File: config.mk
export PLATFORM = sky130hd
export DESIGN_NAME = nco_baud_tick
export DESIGN_NICKNAME = d
export VERILOG_FILES = /design/src/rtl/nco_baud_pkg.sv /design/src/rtl/nco_cfg_reg.sv /design/src/rtl/nco_phase_acc.sv /design/src/rtl/nco_baud_tick.sv
export SDC_FILE = /design/constraint.sdc
export NUM_CORES = 1
export LEC_CHECK = 0
export BUFFER_PORTS_ARGS = -buffer_cell sky130_fd_sc_hd__clkbuf_2
export CAP_MARGIN = 10
export CORE_MARGIN = 2
export CORE_UTILIZATION = 29
export CTS_BUF_LIST = sky130_fd_sc_hd__clkbuf_4
export DETAILED_ROUTE_END_ITERATION = 10
export GPL_TIMING_DRIVEN = 0
export PLACE_DENSITY_LB_ADDON = 0.05
export SKIP_CTS_REPAIR_TIMING = 1
export SYNTH_ARGS = -nofsm -noshare
export SYNTH_HDL_FRONTEND = slang
export SYNTH_SLANG_ARGS = --single-unit
File: constraint.sdc
create_clock -name clk_i -period 2.2 [get_ports clk_i]
set_clock_uncertainty 0.2 [all_clocks]
set_input_delay 0.55 -clock clk_i [delete_from_list [all_inputs] [get_ports clk_i]]
set_output_delay 0.55 -clock clk_i [all_outputs]
set_load 0.1 [all_outputs]
File: src/rtl/nco_baud_pkg.sv
package nco_baud_pkg;

  // Line control settings loaded together with the increment.
  typedef struct packed {
    logic tx_en;
    logic rx_en;
    logic par_en;
    logic par_odd;   // 1: odd parity, 0: even parity
  } line_ctrl_t;

  localparam line_ctrl_t LINE_CTRL_RESET = '{tx_en: 1'b0, rx_en: 1'b0,
                                             par_en: 1'b0, par_odd: 1'b0};

endpackage

File: src/rtl/nco_cfg_reg.sv
module nco_cfg_reg
  import nco_baud_pkg::*;
#(
  parameter int              INC_W      = 16,
  parameter logic [INC_W-1:0] RESET_INCR = 1
) (
  input  logic             clk_i,
  input  logic             rst_ni,
  input  logic             we_i,
  input  logic [INC_W-1:0] incr_i,
  input  line_ctrl_t       ctrl_i,
  output logic [INC_W-1:0] incr_o,
  output line_ctrl_t       ctrl_o,
  output logic             run_o
);

  logic             accept;
  logic [INC_W-1:0] incr_q;
  line_ctrl_t       ctrl_q;

  // A zero increment is not a legal rate: drop the whole write.
  assign accept = we_i && (incr_i != '0);

  always_ff @(posedge clk_i or negedge rst_ni) begin
    if (!rst_ni) begin
      incr_q <= RESET_INCR;
      ctrl_q <= LINE_CTRL_RESET;
    end else if (accept) begin
      incr_q <= incr_i;
      ctrl_q <= ctrl_i;
    end
  end

  assign incr_o = incr_q;
  assign ctrl_o = ctrl_q;
  assign run_o  = ctrl_q.tx_en | ctrl_q.rx_en;


  zero_write_ignored_chk: assert property (@(posedge clk_i) disable iff (!rst_ni)
    (we_i && incr_i == '0) |=> ($stable(incr_q) && $stable(ctrl_q)));


  write_loaded_chk: assert property (@(posedge clk_i) disable iff (!rst_ni)
    (we_i && incr_i != '0) |=> (incr_q == $past(incr_i) && ctrl_q == $past(ctrl_i)));


  incr_nonzero_chk: assert property (@(posedge clk_i) disable iff (!rst_ni)
    incr_q != '0);

endmodule

File: src/rtl/nco_phase_acc.sv
module nco_phase_acc #(
  parameter int ACC_W = 20,
  parameter int INC_W = 16
) (
  input  logic             clk_i,
  input  logic             rst_ni,
  input  logic             run_i,
  input  logic [INC_W-1:0] incr_i,
  output logic             tick_o
);

  localparam int PAD_W = ACC_W - INC_W;

  logic [ACC_W-1:0] phase_q;
  logic [ACC_W:0]   sum_w;
  logic             tick_q;

  assign sum_w = {1'b0, phase_q} + {1'b0, {PAD_W{1'b0}}, incr_i};

  always_ff @(posedge clk_i or negedge rst_ni) begin
    if (!rst_ni) begin
      phase_q <= '0;
      tick_q  <= 1'b0;
    end else if (run_i) begin
      phase_q <= sum_w[ACC_W-1:0];
      tick_q  <= sum_w[ACC_W];
    end else begin
      phase_q <= '0;
      tick_q  <= 1'b0;
    end
  end

  assign tick_o = tick_q;


  idle_phase_zero_chk: assert property (@(posedge clk_i) disable iff (!rst_ni)
    !run_i |=> (phase_q == '0 && !tick_q));


  tick_single_chk: assert property (@(posedge clk_i) disable iff (!rst_ni)
    tick_q |=> !tick_q);


  tick_needs_run_chk: assert property (@(posedge clk_i) disable iff (!rst_ni)
    tick_q |-> $past(run_i));


  wrap_lowers_phase_chk: assert property (@(posedge clk_i) disable iff (!rst_ni)
    tick_q |-> (phase_q < $past(phase_q)));

endmodule

File: src/rtl/nco_baud_tick.sv
module nco_baud_tick
  import nco_baud_pkg::*;
#(
  parameter int ACC_W = 20,
  parameter int INC_W = 16
) (
  input  logic             clk_i,
  input  logic             rst_ni,
  input  logic             cfg_we_i,
  input  logic [INC_W-1:0] cfg_incr_i,
  input  logic             cfg_tx_en_i,
  input  logic             cfg_rx_en_i,
  input  logic             cfg_par_en_i,
  input  logic             cfg_par_odd_i,
  output logic             tx_en_o,
  output logic             rx_en_o,
  output logic             par_en_o,
  output logic             par_odd_o,
  output logic             baud_tick_o
);

  line_ctrl_t       ctrl_in;
  line_ctrl_t       ctrl_q;
  logic [INC_W-1:0] incr_q;
  logic             run;

  assign ctrl_in = '{tx_en: cfg_tx_en_i, rx_en: cfg_rx_en_i,
                     par_en: cfg_par_en_i, par_odd: cfg_par_odd_i};

  nco_cfg_reg #(
    .INC_W      (INC_W),
    .RESET_INCR ({{(INC_W-1){1'b0}}, 1'b1})
  ) u_cfg (
    .clk_i  (clk_i),
    .rst_ni (rst_ni),
    .we_i   (cfg_we_i),
    .incr_i (cfg_incr_i),
    .ctrl_i (ctrl_in),
    .incr_o (incr_q),
    .ctrl_o (ctrl_q),
    .run_o  (run)
  );

  nco_phase_acc #(
    .ACC_W (ACC_W),
    .INC_W (INC_W)
  ) u_acc (
    .clk_i  (clk_i),
    .rst_ni (rst_ni),
    .run_i  (run),
    .incr_i (incr_q),
    .tick_o (baud_tick_o)
  );

  assign tx_en_o   = ctrl_q.tx_en;
  assign rx_en_o   = ctrl_q.rx_en;
  assign par_en_o  = ctrl_q.par_en;
  assign par_odd_o = ctrl_q.par_odd;


  run_follows_enables_chk: assert property (@(posedge clk_i) disable iff (!rst_ni)
    (tx_en_o || rx_en_o) == run);


  reset_quiet_chk: assert property (@(posedge clk_i)
    !rst_ni |-> (!baud_tick_o && !tx_en_o && !rx_en_o));

endmodule

==> impl_metrics.py <==
metrics = {
    "critical_path": {
        "r2r_start": "u_acc.phase_q[0]$_DFF_PN0_",
        "crit_path_end_kind": "register",
        "cp-start-kind": "register",
        "r2r_slack_ps": -200,
        "required_ps": 2230,
        "reg2reg_to": "u_acc.phase_q[14]$_DFF_PN0_",
        "crit_path_max_fanout": 3,
        "cp.arrival_ps": 2430,
        "worstSetupPathType": "register to register",
        "ff2ff_path_depth": 8,
    },
    "global_route": {
        "grt_pass1_vias": 1829,
        "grt_usage": 0.1438,
        "antenna_found_initial": 0,
        "grt_pass1_wl_um": 9556,
        "grt_max_degree": 42,
        "gr-total-overflow": 0,
    },
    "sta": {
        "finalSetupViolCount": 7,
        "fmax_ghz": 0.4170,
        "period_share": 1.090,
        "slew_headroom": 0.4965,
        "final_hold_viol_count": 0,
        "period_minus_slack_ps": 2398,
        "tightestPinTransition_ps": 752.4,
        "rsz0062_at_grt": "yes",
        "layout_setup_ws_ps": -198.3,
        "finalMaxSlewViolations": 0,
    },
    "detailed_routing": {
        "wire_per_inst_um": 15.98,
        "drt-pass1-iter-count": 4,
        "ant_nets": 0,
        "drc": 0,
        "drtIter0Drc": 62,
        "vias": 1811,
        "drt-total-wl_um": 5881,
        "viasPerCell": 4.921,
    },
    "clocking": {
        "clk_latency_ps": 360,
        "cts_buffers": 5,
        "path_clk_slew_ps": 140,
        "cts_tree": "done",
        "cts.sinks": 41,
        "htree_levels": 2,
        "clockBufferDepth": 2,
        "cts-root-buf": "clkbuf_4",
    },
    "power_and_ir_drop": {
        "p_leak_nw": 1.259,
        "peakVddDrop_v": 0.0005399,
        "powerDensity_nw_per_um2": 1276,
        "power_mw": 3.853,
    },
    "yosys": {
        "synth-seq-area-share": 0.4414,
        "synth-main-ff-cell": "dfrtp_1",
        "synth_fp_nets": 261,
        "synthArstFlopShare": 1.000,
        "ys.warnings.count": 0,
        "ys_types": 45,
        "ys_ff_latch": 41,
        "synthCells": 221,
        "synth_edf_count": 0,
        "syn_area_um2": 2327,
        "syn_area_per_cell_um2": 10.53,
    },
    "place": {
        "port-buffer-count": 27,
        "pre_cts_slack_ps": -353.3,
        "gp_congestion": 0.7853,
        "placed_cell_area_um2": 2608,
        "dp.cells": 350,
        "hpwl_um": 4280,
    },
    "final_layout": {
        "area_delta_synth_final_pct": 29.79,
        "antenna_cells": 0,
        "final_cells": 368,
        "fin_area_um2": 3020,
        "nNetsFinal": 305,
        "drive_above_1_share": 0.4060,
    },
    "run_status": {
        "failed_checks": "setup timing",
        "status": "finished, violations left",
    },
    "worst_hold_path": {
        "min_to": "u_cfg.ctrl_o[3]$_DFFE_PN0P_",
        "hold_class": "input port to register",
        "hold_depth": 2,
        "hold_start": "cfg_tx_en_i",
    },
    "die": {
        "fp.dieW_um": 93.58,
        "die_area_um2": 8757,
        "io_pins": 28,
        "rows": 32,
        "die_h_um": 93.58,
        "start_util": 0.2996,
        "core-area_um2": 7767,
    },
    "run": {
        "max_cap_viol_count": 0,
    },
}
-- cell usage in the layout (no fill, tap or decap), types with 8 or more instances in the layout --
cell      instances
nand3_1           8
mux2_2           20
a21oi_1          12
clkbuf_2         27
nand2_1          16
buf_4            10
ha_4              9
nor2_1           16
dfrtp_1          38
-- worst max-delay path by stage --
stage                               start                          end  slack [ps]  cells after the start
6_report       u_acc.phase_q[0]$_DFF_PN0_  u_acc.phase_q[14]$_DFF_PN0_        -200                      8
5_1_grt        u_acc.phase_q[0]$_DFF_PN0_   u_acc.phase_q[8]$_DFF_PN0_        -330                      9
4_1_cts        u_acc.phase_q[0]$_DFF_PN0_  u_acc.phase_q[14]$_DFF_PN0_        -390                      8
3_5_place_dp   u_acc.phase_q[0]$_DFF_PN0_  u_acc.phase_q[14]$_DFF_PN0_        -350                      8
3_3_place_gp   u_acc.phase_q[0]$_DFF_PN0_  u_acc.phase_q[14]$_DFF_PN0_        -350                      8
2_1_floorplan  u_acc.phase_q[0]$_DFF_PN0_  u_acc.phase_q[14]$_DFF_PN0_         -60                      8
-- area by class of cell --
cell class | count | area (um2)
Buffer | 6 | 30.03
Fill cell | 809 | 4747
Multi-Input combinational cell | 170 | 1525
Timing Repair Buffer | 39 | 240.2
Sequential cell | 41 | 1030
Clock buffer | 6 | 45.04
Inverter | 2 | 7.507
Clock inverter | 2 | 15.01
Tap cell | 102 | 127.6
-- metrics by stage --
step                      utilization  setup TNS, ps  hold slack [ps]
after global routing           0.3889          -2182            189.8
after floorplan                     -         -114.3            54.41
after global placement         0.3357          -4744            292.4
after CTS                      0.3434          -2689            190.0
after detailed placement       0.3357          -4717            295.8
final                          0.3889         -895.2            203.1
-- routing by layer --
layer | up-vias | wire length [um] | track usage
met5 | - | 0 | 0
met4 | 0 | 78 | 0.04348
met3 | 7 | 108 | 0.02659
met2 | 16 | 2802 | 0.2260
met1 | 880 | 2892 | 0.2015
li1 | 908 | - | -
-- logic make-up after synthesis --
logic type	count (synthesis)	synth area share
AND/OR/NAND/NOR	73	0.1613
XOR/XNOR	10	0.03763
adder cells (fa/ha/maj)	17	0.09462
AO/OA/AOI/OAI	50	0.1516
flip-flops	41	0.4414
multiplexers	20	0.09678
buffers and inverters	10	0.01666
-- synthesized netlist by cell type, types with 3 or more instances --
library cell  instances  area (um2)
xor2_1                6       52.55
nor4_1                4       25.02
xnor2_1               4       35.03
a21oi_1              16       80.08
and3_1                5       31.28
a21o_1                6       45.04
nand3_1               8       40.04
nand4_1               4       25.02
and4_1                3       26.28
mux2_2               20       225.2
nor3_1                6       30.03
nor2_1               17       63.81
clkbuf_1              6       22.52
ha_1                 16       200.2
dfrtp_1              40        1001
o21ai_0               4       20.02
o21a_1                4       30.03
nand2_1              16       60.06
-- report_power, final --
group          switching [mW]  leakage, nW  internal [mW]
sequential              0.148        0.494          0.972
clock                   0.284       0.0279          0.138
combinational            1.21        0.737           1.10
-- worst max-delay path, cell delays in order (launching register included) --
cell and delay [ps]:
dfrtp_1 420, ha_4 170, fa_2 350, a21o_1 200, a221oi_4 310, o221ai_4 190
a31oi_4 200, xor2_1 170, nor2_1 70
-- sequential cells by signal, indices dropped and copies added, names as in the netlist --
name / flops
u_cfg.incr_o: 16
u_acc.tick_o: 1
u_acc.phase_q: 20
u_cfg.ctrl_o: 4
No activity file was read; power rests on OpenSTA's default activity.
